File: config.mk
export PLATFORM = sky130hd
export DESIGN_NAME = voice_env_gen
export DESIGN_NICKNAME = d
export VERILOG_FILES = /design/src/rtl/voice_env_pkg.sv /design/src/rtl/env_rate_scale.sv /design/src/rtl/env_step_rom.sv /design/src/rtl/env_core.sv /design/src/rtl/voice_env_gen.sv
export SDC_FILE = /design/constraint.sdc
export NUM_CORES = 1
export LEC_CHECK = 0
export ABC_AREA = 1
export BUFFER_PORTS_ARGS = -buffer_cell sky130_fd_sc_hd__buf_2
export CAP_MARGIN = 10
export CORE_UTILIZATION = 40
export CTS_CLUSTER_DIAMETER = 30
export DETAILED_ROUTE_END_ITERATION = 8
export GPL_TIMING_DRIVEN = 1
export PLACE_DENSITY = 0.69
export REMOVE_ABC_BUFFERS = 1
export SLEW_MARGIN = 20
export SYNTH_ARGS = -nofsm -noshare
export SYNTH_HDL_FRONTEND = slang
export SYNTH_SLANG_ARGS = --single-unit
export TNS_END_PERCENT = 5
File: constraint.sdc
create_clock -name clk -period 13.6 [get_ports clk]
set_clock_uncertainty 0.1 [all_clocks]
set_input_delay 2.04 -clock clk [delete_from_list [all_inputs] [get_ports clk]]
set_output_delay 2.04 -clock clk [all_outputs]
set_load 0.02 [all_outputs]
File: src/rtl/voice_env_pkg.sv
package voice_env_pkg;
  typedef enum logic [1:0] {
    ENV_ATTACK  = 2'd0,
    ENV_DECAY1  = 2'd1,
    ENV_DECAY2  = 2'd2,
    ENV_RELEASE = 2'd3
  } env_state_e;
endpackage

File: src/rtl/env_rate_scale.sv
module env_rate_scale #(
  parameter int RATE_W = 5,
  parameter int KRS_W  = 4,
  parameter int OCT_W  = 4,
  parameter int EFF_W  = 6
) (
  input  logic [RATE_W-1:0] rate,
  input  logic [KRS_W-1:0]  krs,
  input  logic [OCT_W-1:0]  oct,
  input  logic              fns_msb,
  output logic [EFF_W-1:0]  eff
);
  localparam int KRS_OFF  = (1 << KRS_W) - 1;
  localparam int OCT_SPAN = 1 << OCT_W;
  localparam int EFF_MAX  = (1 << EFF_W) - 1;

  // key/octave scaling of a raw phase rate, clamped to the table range
  function automatic logic [EFF_W-1:0] scale_rate(
    input logic [RATE_W-1:0] r,
    input logic [KRS_W-1:0]  k,
    input logic [OCT_W-1:0]  o,
    input logic              f
  );
    int v;
    v = int'(k) + int'(f) + 2 * int'(r);
    if (int'(k) == KRS_OFF) v = v - KRS_OFF;
    if (o[OCT_W-1]) v = v - 2 * (OCT_SPAN - int'(o));
    else            v = v + 2 * int'(o);
    if (v < 0)            v = 0;
    else if (v > EFF_MAX) v = EFF_MAX;
    return v[EFF_W-1:0];
  endfunction

  assign eff = scale_rate(rate, krs, oct, fns_msb);
endmodule

File: src/rtl/env_step_rom.sv
module env_step_rom #(
  parameter int EFF_W  = 6,
  parameter int STEP_W = 28,
  parameter bit FAST   = 1'b0
) (
  input  logic [EFF_W-1:0]  eff,
  output logic [STEP_W-1:0] step
);
  // mantissa 4..7 by the two low bits, exponent by the rest
  function automatic logic [STEP_W-1:0] base_step(input logic [EFF_W-1:0] e);
    logic [STEP_W-1:0] mant;
    if (e < 2) return '0;
    mant = STEP_W'(4 + int'(e[1:0]));
    return mant << e[EFF_W-1:2];
  endfunction

  logic [STEP_W-1:0] base;
  assign base = base_step(eff);

  generate
    if (FAST) begin : g_attack
      assign step = base << 2;
    end else begin : g_decay
      assign step = base;
    end
  endgenerate
endmodule

File: src/rtl/env_core.sv
module env_core
  import voice_env_pkg::*;
#(
  parameter int INT_W  = 10,
  parameter int FRAC_W = 16,
  parameter int DL_W   = 5,
  parameter int ACC_W  = INT_W + FRAC_W + 2
) (
  input  logic              clk,
  input  logic              rst,
  input  logic              tick,
  input  logic              key_on,
  input  logic              key_off,
  input  logic              lsl_en,
  input  logic              loop_hit,
  input  logic [DL_W-1:0]   dl,
  input  logic [ACC_W-1:0]  step,
  output env_state_e        cur_state,
  output logic [INT_W-1:0]  atten,
  output logic              chan_off
);
  localparam int DL_SHIFT = INT_W - DL_W;
  localparam logic [ACC_W-1:0] ONE  = ACC_W'(1) << FRAC_W;
  localparam logic [ACC_W-1:0] CEIL = ACC_W'((1 << INT_W) - 1) << FRAC_W;

  env_state_e       st;
  logic [ACC_W-1:0] acc;
  logic             done;
  logic             off_q;

  // named events, also visible to the checker
  logic [ACC_W-1:0] sum;
  logic [ACC_W-1:0] dl_target;
  logic             atk_floor;
  logic             dk1_reached;
  logic             ceil_hit;
  logic             start_note;
  logic             stop_note;
  logic             step_en;

  assign sum         = acc + step;
  assign dl_target   = ACC_W'(dl) << (FRAC_W + DL_SHIFT);
  assign atk_floor   = {1'b0, acc} < ({1'b0, step} + {1'b0, ONE});
  assign dk1_reached = sum >= dl_target;
  assign ceil_hit    = sum >= CEIL;
  assign start_note  = key_on && (st == ENV_RELEASE);
  assign stop_note   = !start_note && key_off && (st != ENV_RELEASE);
  assign step_en     = tick && !start_note && !stop_note;

  always_ff @(posedge clk) begin
    if (rst) begin
      st    <= ENV_RELEASE;
      acc   <= CEIL;
      done  <= 1'b1;
      off_q <= 1'b0;
    end else begin
      off_q <= 1'b0;
      if (start_note) begin
        st   <= ENV_ATTACK;
        acc  <= CEIL;
        done <= 1'b0;
      end else if (stop_note) begin
        st <= ENV_RELEASE;
      end else if (step_en) begin
        unique case (st)
          ENV_ATTACK: begin
            acc <= atk_floor ? '0 : acc - step;
            if (lsl_en ? loop_hit : atk_floor) st <= ENV_DECAY1;
          end
          ENV_DECAY1: begin
            acc <= sum;
            if (dk1_reached) st <= ENV_DECAY2;
          end
          ENV_DECAY2: begin
            if (ceil_hit) begin
              acc <= CEIL;
              st  <= ENV_RELEASE;
            end else begin
              acc <= sum;
            end
          end
          ENV_RELEASE: begin
            if (ceil_hit) begin
              acc <= CEIL;
              if (!done) begin
                off_q <= 1'b1;
                done  <= 1'b1;
              end
            end else begin
              acc <= sum;
            end
          end
        endcase
      end
    end
  end

  assign cur_state = st;
  assign atten     = (|acc[ACC_W-1:FRAC_W+INT_W]) ? '1 : acc[FRAC_W +: INT_W];
  assign chan_off  = off_q;
endmodule

File: src/rtl/voice_env_gen.sv
module voice_env_gen
  import voice_env_pkg::*;
#(
  parameter int INT_W  = 10,
  parameter int FRAC_W = 16,
  parameter int RATE_W = 5,
  parameter int DL_W   = 5,
  parameter int KRS_W  = 4,
  parameter int OCT_W  = 4,
  parameter int EFF_W  = 6
) (
  input  logic              clk,
  input  logic              rst,
  input  logic              tick,
  input  logic              key_on,
  input  logic              key_off,
  input  logic [RATE_W-1:0] rate_atk,
  input  logic [RATE_W-1:0] rate_dk1,
  input  logic [RATE_W-1:0] rate_dk2,
  input  logic [RATE_W-1:0] rate_rel,
  input  logic [DL_W-1:0]   dl,
  input  logic [KRS_W-1:0]  krs,
  input  logic [OCT_W-1:0]  oct,
  input  logic              fns_msb,
  input  logic              lsl_en,
  input  logic              loop_hit,
  output logic [INT_W-1:0]  atten,
  output logic [1:0]        state,
  output logic              chan_off
);
  localparam int ACC_W = INT_W + FRAC_W + 2;

  env_state_e        cur_state;
  logic [RATE_W-1:0] sel_rate;
  logic [EFF_W-1:0]  eff_rate;
  logic [ACC_W-1:0]  atk_step;
  logic [ACC_W-1:0]  dsr_step;
  logic [ACC_W-1:0]  step_sel;

  always_comb begin
    unique case (cur_state)
      ENV_ATTACK: sel_rate = rate_atk;
      ENV_DECAY1: sel_rate = rate_dk1;
      ENV_DECAY2: sel_rate = rate_dk2;
      default:    sel_rate = rate_rel;
    endcase
  end

  env_rate_scale #(
    .RATE_W(RATE_W), .KRS_W(KRS_W), .OCT_W(OCT_W), .EFF_W(EFF_W)
  ) u_scale (
    .rate(sel_rate), .krs(krs), .oct(oct), .fns_msb(fns_msb), .eff(eff_rate)
  );

  env_step_rom #(.EFF_W(EFF_W), .STEP_W(ACC_W), .FAST(1'b1)) u_atk_rom (
    .eff(eff_rate), .step(atk_step)
  );

  env_step_rom #(.EFF_W(EFF_W), .STEP_W(ACC_W), .FAST(1'b0)) u_dsr_rom (
    .eff(eff_rate), .step(dsr_step)
  );

  assign step_sel = (cur_state == ENV_ATTACK) ? atk_step : dsr_step;

  env_core #(
    .INT_W(INT_W), .FRAC_W(FRAC_W), .DL_W(DL_W), .ACC_W(ACC_W)
  ) u_core (
    .clk(clk), .rst(rst), .tick(tick), .key_on(key_on), .key_off(key_off),
    .lsl_en(lsl_en), .loop_hit(loop_hit), .dl(dl), .step(step_sel),
    .cur_state(cur_state), .atten(atten), .chan_off(chan_off)
  );

  assign state = cur_state;
endmodule

# == Yosys cells after proc, flatten, opt, wreduce, memory -nomap -nowiden ==
# Cells that the tools add are included.
# word_totals
ff_bits,32
in_bits,41
word_cells,81
# op_classes
add_sub_neg,10
magnitude_cmp,6
n_eq_ne,9
shift,1
n_mux,27
bitwise,4
reduce_logical,20
# op_table
operator,n
two-way mux 28 bit,5
case mux 28 bit (3 select lines),1
two-way mux 32 bit,2
adder 32 x 6 -> 32 bit,1
adder 32 x 7 -> 32 bit,1
> comparator 32 x 7 -> 1 bit (second input constant),1
< comparator 32 x 1 -> 1 bit (second input constant),1
subtractor 32 bit,1
subtractor 32 x 5 -> 32 bit (second input constant),1
adder 28 x 17 -> 29 bit (second input constant),1
< comparator 28 x 29 -> 1 bit,1
adder 28 bit,1
greater-or-equal comparator 28 x 26 -> 1 bit,1
greater-or-equal comparator 28 x 26 -> 1 bit (second input constant),1
left shift 28 x 4 -> 28 bit,1
subtractor 28 bit,1
case mux 5 bit (3 select lines),1
two-way mux 2 bit,6
two-way mux 6 bit,2
!= test 4 x 1 -> 1 bit (second input constant),3
two-way mux 10 bit,1
two-way mux 1 bit,8
< comparator 6 x 2 -> 1 bit (second input constant),1
case mux 2 bit (3 select lines),1
20 further kinds,33

# == Depth between registers and ports, before layout ==
# Gate-level depths: netlist (run 1).
# depth
depth_word,22
depth_mapped,63

# == Hierarchy ==
# Synthesis (run 1) repeated with hierarchy kept, for this count alone.
# hier_totals
hier_cells,1620
hier_area_um2,9185.1
# by_module_without_submodules
module,instances,cells_each,area_each_um2
env_core,1,1081,6409.9
env_rate_scale,1,293,1557.7
voice_env_gen,1,123,583.1
env_step_rom (u_dsr_rom),1,63,320.3
env_step_rom (u_atk_rom),1,60,314.1

# == Worst setup path after synthesis (run 1) ==
# Ideal clock, no wire load.
# synth_timing
path_type,input to register
startpoint,in krs[0]
endpoint,reg u_core.st[0] (netlist: u_core.cur_state[0])
setup_ps,125
arrival_ps,8531
t_required_ps,13375
setup_slack_ps,4844
path_stages,51
path_buffers,0
path_cell_list,ha_1 ha_1 xor2_1 inv_1 fa_1 xnor2_1 nand3_1 nand2_1 nor2_1 ha_1 mux2i_1 ha_1 nand2_1 inv_1 nand3_1 nand2_1 nand2_1 nand2_1 [... 15 more ...] o21ai_2 nand2_1 nand2_1 nand3_1 nand3_1 xor2_1 ha_1 nand2_1 nor4_1 nand4_1 nor2_1 nand3_1 nor2_1 nand3_1 nand3_1 nand2_1 o21ai_0 nand3_1
# synth_between
elab_chain_len,18
# synth_lines
item,line_no,source
from (decl),voice_env_gen.sv:22,"input logic [KRS_W-1:0] krs,"
adder 4 x 1 -> 5 bit,env_rate_scale.sv:25,v = int'(k) + int'(f) + 2 * int'(r);
adder 32 x 7 -> 32 bit,env_rate_scale.sv:25,
subtractor 32 x 5 -> 32 bit,env_rate_scale.sv:26,if (int'(k) == KRS_OFF) v = v - KRS_OFF;
two-way mux 32 bit (*),env_rate_scale.sv:26,
adder 32 x 6 -> 32 bit or subtractor 32 bit (tied branches),"env_rate_scale.sv:28, env_rate_scale.sv:27",
two-way mux 32 bit (*),env_rate_scale.sv:27,if (o[OCT_W-1]) v = v - 2 * (OCT_SPAN - int'(o));
> comparator 32 x 7 -> 1 bit,env_rate_scale.sv:30,else if (v > EFF_MAX) v = EFF_MAX;
two-way mux 6 bit,env_rate_scale.sv:30,
[... 2 more ...],--,
left shift 28 x 4 -> 28 bit or two-way mux 1 bit (tied branches),"env_step_rom.sv:14, env_step_rom.sv:12",
two-way mux 28 bit (*),env_step_rom.sv:13,mant = STEP_W'(4 + int'(e[1:0]));
two-way mux 28 bit (*),voice_env_gen.sv:63,assign step_sel = (cur_state == ENV_ATTACK) ? atk_step : dsr_step;
adder 28 x 17 -> 29 bit,env_core.sv:43,"assign atk_floor = {1'b0, acc} < ({1'b0, step} + {1'b0, ONE});"
< comparator 28 x 29 -> 1 bit,env_core.sv:43,
two-way mux 1 bit,env_core.sv:68,if (lsl_en ? loop_hit : atk_floor) st <= ENV_DECAY1;
!= test 4 x 1 -> 1 bit (no source line),--,
AND reduction 5 bit (no source line) (*),--,
to (signal assigned),env_core.sv:52,st <= ENV_RELEASE;
to (signal assigned),env_core.sv:68,
to (signal assigned),env_core.sv:72,if (dk1_reached) st <= ENV_DECAY2;
to (decl),env_core.sv:26,env_state_e st;
# Every way passes the cells marked *; elsewhere a longest branch is shown, timed or not.
# A chain may end at the register's enable or synchronous reset.

# == Worst setup path in the final report (run 1) ==
# Same ends and word-level chain as after synthesis.

==> out/qor.yml, run 1 <==
fin_tns_setup_ns: 0
drv_cap: 0
combPwrFrac_pct: 84.5
final_cell_count_no_fill: 1503
tightest_slew_ns: 0.829
synth_most_common_cell: "nand2_1"
syn_avg_cell_area_um2: 5.62
cp.required_ns: 13.68
async_flop_share_pct: 0
switchingPower_w: 0.00108
path_clk_slew_ns: 0.06
dieWidth_um: 135
diodes: 0
nNetsFinal: 1404
gp_congestion: 1.01
grt_pass1_vias: 6969
yosys.area_share.simple_pct: 40.0
vias: 7903
antenna_found_initial: 0
syn_inst: 1251
max_freq_mhz: 100
area_growth_pct: 7.53
outcome: "finished clean"
start_util_pct: 40.8
syn-cell-area_um2: 7030
cts.htree.levels: 2
io_pins: 54
synth_xor_area_share_pct: 6.23
finalCritPeriodShare_pct: 73.2
cp_max_fo: 13
r2r_slack_ns: 4.39
numPortBuffers: 53
seq_area_frac_synth_pct: 9.11
cts_tree: "yes"
grt_pass1_wl_um: 34300
yosysTopAreaCell: "nand2_1"
critPathCaptureType: "flip-flop"
cts_root_buf: "clkbuf_16"
pwr-share-seq_pct: 8.6
max-slew-margin-rel_pct: 44.7
p_per_area_nw_per_um2: 231
drc: 0
hold_viol: 0
post_drt_wl_per_cell_um: 14.1
grt_start_max_net_pins: 48
routed_via_density: 5.26
cp_slowest_cell: "ha_1"
clk_path_buf_depth: 2
postCtsHoldBufs: 0
start_kind: "primary input"
power_frac_clock_pct: 6.9
dp_hpwl_um: 17500
leakagePower_nw: 4.14
chipHeight_um: 135
drive_above_1_share_pct: 9.55
drv_slew: 0
setup_viol: 0
synth_area_leaders: "nand2_1 (20%), ha_1 (15%), dfxtp_1 (9.1%)"
overflow: 0
muxShareOfSynthArea_pct: 0.285
clock_latency_ns: 0.30
synth-edff-count: 0
ant_nets: 0
ys.flop_type: "dfxtp_1"
coreArea_um2: 17200
synth_compound_area_share_pct: 16.2
ys_ff_latch: 32
critPathMaxStageDelay_ns: 0.47
ys_warn_count: 0
internal-power_w: 0.000669
totalWireLength_um: 21200
ir_worst_vdd_uv: 125
hold_path_class: "reg2reg"
rsz0062_at_grt: "no"
crit_path_frequent_cell: "nand2_1"
path_buf_inv: 6
synth-adder-area-share_pct: 15.7
nFillCells: 1866
rows: 48
grt_usage_pct: 23.8
dp.cells: 1495
clock-sinks: 32
synth_top_family_by_area: "simple AND/OR/NAND/NOR gates"
postCtsSetupBuffers: 0
dr.pass1.iters: 6
crit_type: "in2reg"
synth.top_cells.by_count: "nand2_1 (369), inv_1 (170), nor2_1 (128)"
crit_arrival_ns: 10.04
synth.distinct_cells: 51
die_area_um2: 18100
swShare_pct: 61.7
numCtsBuffers: 5
post_cts_resized: 0
synth_top_area_share_pct: 19.7
finalCriticalPeriod_ns: 9.96
drt_iter0_drc: 773
cp_top_family: "simple AND/OR/NAND/NOR gates"
## kinds of logic (layout without fill, tap and decap cells)
family          after synthesis  after routing
simple gates                657            657
buf+inv                     221            248
compound gates              203            203
fa+ha+maj                    86             86
xor+xnor                     50             50
flops                        32             32
mux                           2              2
## power groups by stage
| stage | Clock [W] | Sequential, W | Combinational, W |
|---|---|---|---|
| 6_report | 0.000121 | 0.000150 | 0.00148 |
| 5_1_grt | 0.000126 | 0.000154 | 0.00166 |
| 4_1_cts | 0.000123 | 0.000149 | 0.00146 |
| 3_5_place_dp | 0 | 0.000151 | 0.00145 |
| 3_3_place_gp | 0 | 0.000151 | 0.00145 |
| 2_1_floorplan | 0 | 0.000144 | 0.00112 |
## cell usage in the layout, fill, tap and decap left out, drive strengths merged, types with 2 or more instances in the layout
cell / netlist / routed
mux2i: 2 / 2
xor2: 45 / 45
a21oi: 101 / 101
nand4: 19 / 19
and3: 2 / 2
o31ai: 2 / 2
nand2: 381 / 381
buf: 21 / 55
nand3b: 5 / 5
o21a: 5 / 5
xnor2: 5 / 5
nor2: 134 / 134
nor4: 6 / 6
dfxtp: 32 / 32
o21bai: 2 / 2
nand3: 87 / 87
a21o: 3 / 3
inv: 184 / 184
o21ai: 75 / 75
ha: 82 / 82
clkbuf: 15 / 8
fa: 4 / 4
or2: 10 / 10
and2: 2 / 2
nor3: 11 / 11
a31oi: 6 / 6
## state kept, by name, indices dropped and copies added (netlist names)
register / cells
u_core.acc: 28
u_core.chan_off: 1
u_core.done: 1
u_core.cur_state: 2
## final cells by class
cell class	instances	area [um^2]	share of cell area, %
Clock buffer	8	146	1.94
Multi-Input combinational cell	998	5520	73.0
Inverter	185	694	9.18
Timing Repair Buffer	55	280	3.71
Tap cell	225	282	3.72
Sequential cell	32	641	8.47
## per-layer routing
| layer | up-vias | GRT usage, % | routed length [um] |
|---|---|---|---|
| met5 | - | 0 | 0 |
| met4 | 0 | 7.24 | 459 |
| met3 | 33 | 2.55 | 1530 |
| met2 | 291 | 37.8 | 9270 |
| met1 | 3517 | 33.5 | 9960 |
| li1 | 4062 | - | - |
## worst paths after layout
path,startpoint,end,cells past startpoint
min reg2reg,u_core.done,u_core.chan_off,1
max reg2reg,u_core.cur_state[1],u_core.cur_state[0],52
min,u_core.done,u_core.chan_off,1
max,krs[0],u_core.cur_state[0],51
## through the flow
stage / hold slack (ns) / power (W) / util [%] / setup slack [ns] / instance area (um^2)
after CTS: 0.312 / 0.00173 / 43.9 / 3.70 / 7560
after global routing: 0.340 / 0.00194 / 43.9 / 2.76 / 7560
after global placement: 0.303 / 0.00160 / 43.0 / 3.50 / 7410
after floorplan: 0.291 / 0.00126 / - / 4.74 / 6850
final: 0.310 / 0.00175 / 43.9 / 3.64 / 7560
after detailed placement: 0.304 / 0.00160 / 43.0 / 3.42 / 7410
(Power assumes the default switching activity.)
==> run 2: changes to the inputs <==
--- a/config.mk
+++ b/config.mk
@@ -12,7 +12,7 @@
 export CTS_CLUSTER_DIAMETER = 30
 export DETAILED_ROUTE_END_ITERATION = 8
 export GPL_TIMING_DRIVEN = 1
-export PLACE_DENSITY = 0.69
+export PLACE_DENSITY = 0.71
 export REMOVE_ABC_BUFFERS = 1
 export SLEW_MARGIN = 20
 export SYNTH_ARGS = -nofsm -noshare
==> constraint.sdc (replaced) <==
create_clock -name clk -period 8.95 [get_ports clk]
set_clock_uncertainty 0.1 [all_clocks]
set_input_delay 1.3425 -clock clk [delete_from_list [all_inputs] [get_ports clk]]
set_output_delay 1.3425 -clock clk [all_outputs]
set_load 0.02 [all_outputs]
==> out/qor.yml, run 2 (same netlist as run 1, synthesis figures left out) <==
r2r_cells: 57
drc: 0
fin_util_pct: 48.9
seq_area_um2: 641
diodes: 0
p_per_area_nw_per_um2: 362
grt_pass1_vias: 7458
grt_start_max_net_pins: 46
leakagePower_nw: 4.37
routed_via_density: 5.35
clock_latency_ns: 0.30
coreArea_um2: 17200
hold_path_class: "reg2reg"
nNetsFinal: 1444
totalWireLength_um: 23400
clk_path_buf_depth: 2
multi_input_area_um2: 6070
final_cell_count_no_fill: 1542
crit_arrival_ns: 8.52
numCtsBuffers: 5
io_pins: 54
final_cell_mix: "nand2_1 (351), inv_1 (166), nor2_1 (109)"
whs_ns: 0.312
nFillCells: 1797
vias: 8253
setup_viol: 0
largest_register_ffs: 28
outcome: "finished clean"
ant_nets: 0
dp_hpwl_um: 18800
place_area_um2: 7610
cts_tree: "yes"
clock-sinks: 32
crit_type: "in2reg"
crit_path_frequent_cell: "nand2_1"
tightest_slew_ns: 0.852
post_drt_wl_per_cell_um: 15.2
cts.htree.levels: 2
ir_worst_vdd_uv: 245
rows: 48
layout_setup_ws_ns: 0.516
finalCritPeriodShare_pct: 94.2
dieWidth_um: 135
top_register: "u_core.acc"
chipHeight_um: 135
cp_max_fo: 6
gp_congestion: 1.04
fin_area_um2: 8420
path_clk_slew_ns: 0.06
start_util_pct: 40.8
holdPathStages: 1
max_freq_mhz: 119
drv_cap: 0
critPathMaxStageDelay_ns: 0.31
antenna_found_initial: 0
dr.pass1.iters: 6
grt_usage_pct: 25.2
overflow: 0
place_ws_ns: -0.0195
grt_pass1_wl_um: 36200
drv_slew: 0
die_area_um2: 18100
drive_above_1_share_pct: 19.4
area_growth_pct: 19.8
drt_iter0_drc: 778
cts_root_buf: "clkbuf_16"
cp.required_ns: 9.03
dp.cells: 1521
hold_viol: 0
start_kind: "primary input"
critPathCaptureType: "flip-flop"
numPortBuffers: 53
finalCriticalPeriod_ns: 8.43
final_common_cell: "nand2_1"
cp_slowest_cell: "ha_1"
max-slew-margin-rel_pct: 43.2
## run 2: final cells by class
type                       count  area share (%)
sequential                    32            7.61
tap                          225            3.34
clock buffer                   7            1.81
timing repair buffer          95            6.91
inverter                     185            8.25
multi-input combinational    998            72.1
## run 2: worst paths after layout
check | startpoint | to | slack [ns]
setup / recovery | krs[0] | u_core.cur_state[1] | 0.52
hold / removal | u_core.done | u_core.chan_off | 0.31
setup reg to reg | u_core.cur_state[0] | u_core.cur_state[1] | 0.66
hold reg to reg | u_core.done | u_core.chan_off | 0.31
## run 2: power by group
group	total (W)	leakage [nW]	internal [W]	switching, W
clock	0.000188	0.0760	0.000117	0.0000716
sequential	0.000238	0.262	0.000177	0.0000606
combinational	0.00262	4.03	0.000917	0.00170
total	0.00305	4.37	0.00121	0.00184
## run 2: stage by stage
step,power (W),setup TNS (ns)
finish,0.00305,0
global route,0.00334,-0.170
CTS,0.00273,0
detailed placement,0.00254,-0.0291
global placement,0.00252,0
floorplan,0.00191,0
## run 2: metal layers
| layer | share of wire, % | up-vias | global-route usage (%) |
|---|---|---|---|
| met1 | 46 | 3766 | 34.7 |
| met3 | 6.8 | 42 | 3.45 |
| met2 | 44 | 317 | 39.8 |
| met4 | 2.7 | 0 | 9.18 |
| li1 | - | 4128 | - |
| met5 | 0 | - | 0 |
## run 2: critical path: cells and delay by family
family,cells,cell delay (ns)
AO/OA/AOI/OAI,4,0.48
XOR/XNOR,2,0.35
adder cells (fa/ha/maj),7,1.86
buffers and inverters,7,0.50
multiplexers,1,0.15
AND/OR/NAND/NOR,36,3.86
## run 2: timing repair
| action | in CTS | in global routing |
|---|---|---|
| hold buffers | 0 | 0 |
| buffers inserted | 0 | 14 |
| resized for setup | 0 | 132 |
| setup endpoints to repair | 0 | 30 |
==> run 3: changes to the inputs <==
--- a/config.mk
+++ b/config.mk
@@ -11,10 +11,9 @@
 export CORE_UTILIZATION = 40
 export CTS_CLUSTER_DIAMETER = 30
 export DETAILED_ROUTE_END_ITERATION = 8
-export GPL_TIMING_DRIVEN = 1
+export GPL_TIMING_DRIVEN = 0
 export PLACE_DENSITY = 0.71
 export REMOVE_ABC_BUFFERS = 1
-export SLEW_MARGIN = 20
 export SYNTH_ARGS = -nofsm -noshare
 export SYNTH_HDL_FRONTEND = slang
 export SYNTH_SLANG_ARGS = --single-unit
==> out/qor.yml, run 3 (same netlist as run 1, synthesis figures left out) <==
final_common_cell: "nand2_1"
max-slew-margin-rel_pct: 50.1
cts_tree: "yes"
coreArea_um2: 17200
dr.max_layer_used: "met4"
rr_startpoint: "u_core.cur_state[1]"
dieWidth_um: 135
rsz0062_at_grt: "yes"
crit_arrival_ns: 8.78
ir_worst_vdd_uv: 231
io_pins: 54
fin_tns_setup_ns: 0
routed_via_density: 5.36
setup_viol: 0
drive_above_1_share_pct: 21.5
start_kind: "primary input"
dr_wl_met2_um: 10400
critPathCaptureType: "flip-flop"
die_area_um2: 18100
dp_hpwl_um: 17400
area_growth_pct: 21.9
antenna_found_initial: 0
cp_max_fo: 7
fin_util_pct: 49.7
timing.rr.end: "u_core.cur_state[1]"
nNetsFinal: 1435
hold_path_class: "reg2reg"
tightest_slew_ns: 0.747
rows: 48
grt_pass1_vias: 7096
numCtsBuffers: 5
cp.required_ns: 9.03
grt_start_max_net_pins: 28
r2r_slack_ns: 0.35
gp_congestion: 0.958
vias: 8225
cts_root_buf: "clkbuf_16"
holdPathEnd: "u_core.chan_off"
drv_slew: 0
leakagePower_nw: 4.34
crit_path_frequent_cell: "nand2_1"
top_register: "u_core.acc"
overflow: 0
clock_latency_ns: 0.30
min-delay-start: "u_core.done"
holdPathStages: 1
dr.pass1.iters: 7
clk_path_buf_depth: 2
drt_iter0_drc: 674
finalCriticalPeriod_ns: 8.70
largest_register_ffs: 28
path_clk_slew_ns: 0.06
routed-wl-met3_um: 1600
multi_input_area_um2: 6260
critPathMaxStageDelay_ns: 0.38
outcome: "finished clean"
hold_viol: 0
grt_pass1_wl_um: 34500
wl_met1_um: 10000
drc: 0
clock-sinks: 32
numPortBuffers: 53
drv_cap: 0
max_freq_mhz: 115
cts.htree.levels: 2
crit_type: "in2reg"
ant_nets: 0
seq_area_um2: 641
finalCritPeriodShare_pct: 97.2
grt_usage_pct: 23.8
diodes: 0
p_per_area_nw_per_um2: 357
totalWireLength_um: 22400
r2r_cells: 52
chipHeight_um: 135
final_cell_mix: "nand2_1 (333), inv_1 (162), nor2_1 (107)"
nFillCells: 1738
start_util_pct: 40.8
cp_slowest_cell: "fa_2"
post_drt_wl_per_cell_um: 14.6
[run 3: final cells by class]
class	instances	share of cell area (%)
Multi-Input combinational cell	998	73.1
Inverter	185	8.16
Sequential cell	32	7.48
Timing Repair Buffer	86	6.31
Tap cell	225	3.29
Clock buffer	8	1.71
[run 3: how the worst max path moves through the flow]
stage                   startpoint                  end  slack [ns]  cells past startpoint
2_1_floorplan               krs[0]  u_core.cur_state[0]        0.79                     52
3_3_place_gp                krs[0]  u_core.cur_state[0]       -0.71                     51
3_5_place_dp                krs[0]  u_core.cur_state[1]       -0.89                     51
4_1_cts                     krs[0]  u_core.cur_state[1]      0.0001                     55
5_1_grt        u_core.cur_state[1]  u_core.cur_state[0]       -0.24                     56
6_report                    krs[0]  u_core.cur_state[1]        0.25                     51
[run 3: critical path, delay by kind of cell]
family / cells / cell delay [ns]
fa+ha+maj: 8 / 2.23
mux: 1 / 0.19
xor+xnor: 2 / 0.42
buf+inv: 5 / 0.40
simple gates: 28 / 3.18
compound gates: 7 / 1.01
[run 3: per-layer routing]
layer,GRT usage [%],vias to the layer above
li1,-,4121
met5,0,-
met3,3.15,33
met4,6.30,0
met2,39.3,307
met1,32.5,3764
[run 3: what timing repair did]
action                                  4_1_cts  5_1_grt
hold buffers                                  0        0
endpoints found under the setup margin       20       30
resized for setup                            37      140
pin swaps                                     5       49
buffers inserted                              3       28
[run 3: per-stage QoR]
step	hold WS (ns)	instance area, um^2	setup slack, ns	cells	total power, W
2_1_floorplan	0.291	6850	0.790	1215	0.00191
3_3_place_gp	0.320	7400	-0.714	1493	0.00241
3_5_place_dp	0.343	7440	-0.885	1495	0.00245
4_1_cts	0.350	7740	0.000107	1506	0.00271
5_1_grt	0.372	8570	-0.240	1534	0.00335
6_report	0.353	8570	0.248	1534	0.00306
[run 3: power by group]
| group | internal (W) | total, W | switching, W |
|---|---|---|---|
| logic | 0.000930 | 0.00264 | 0.00171 |
| registers | 0.000177 | 0.000237 | 0.0000603 |
| clock network | 0.000111 | 0.000184 | 0.0000731 |
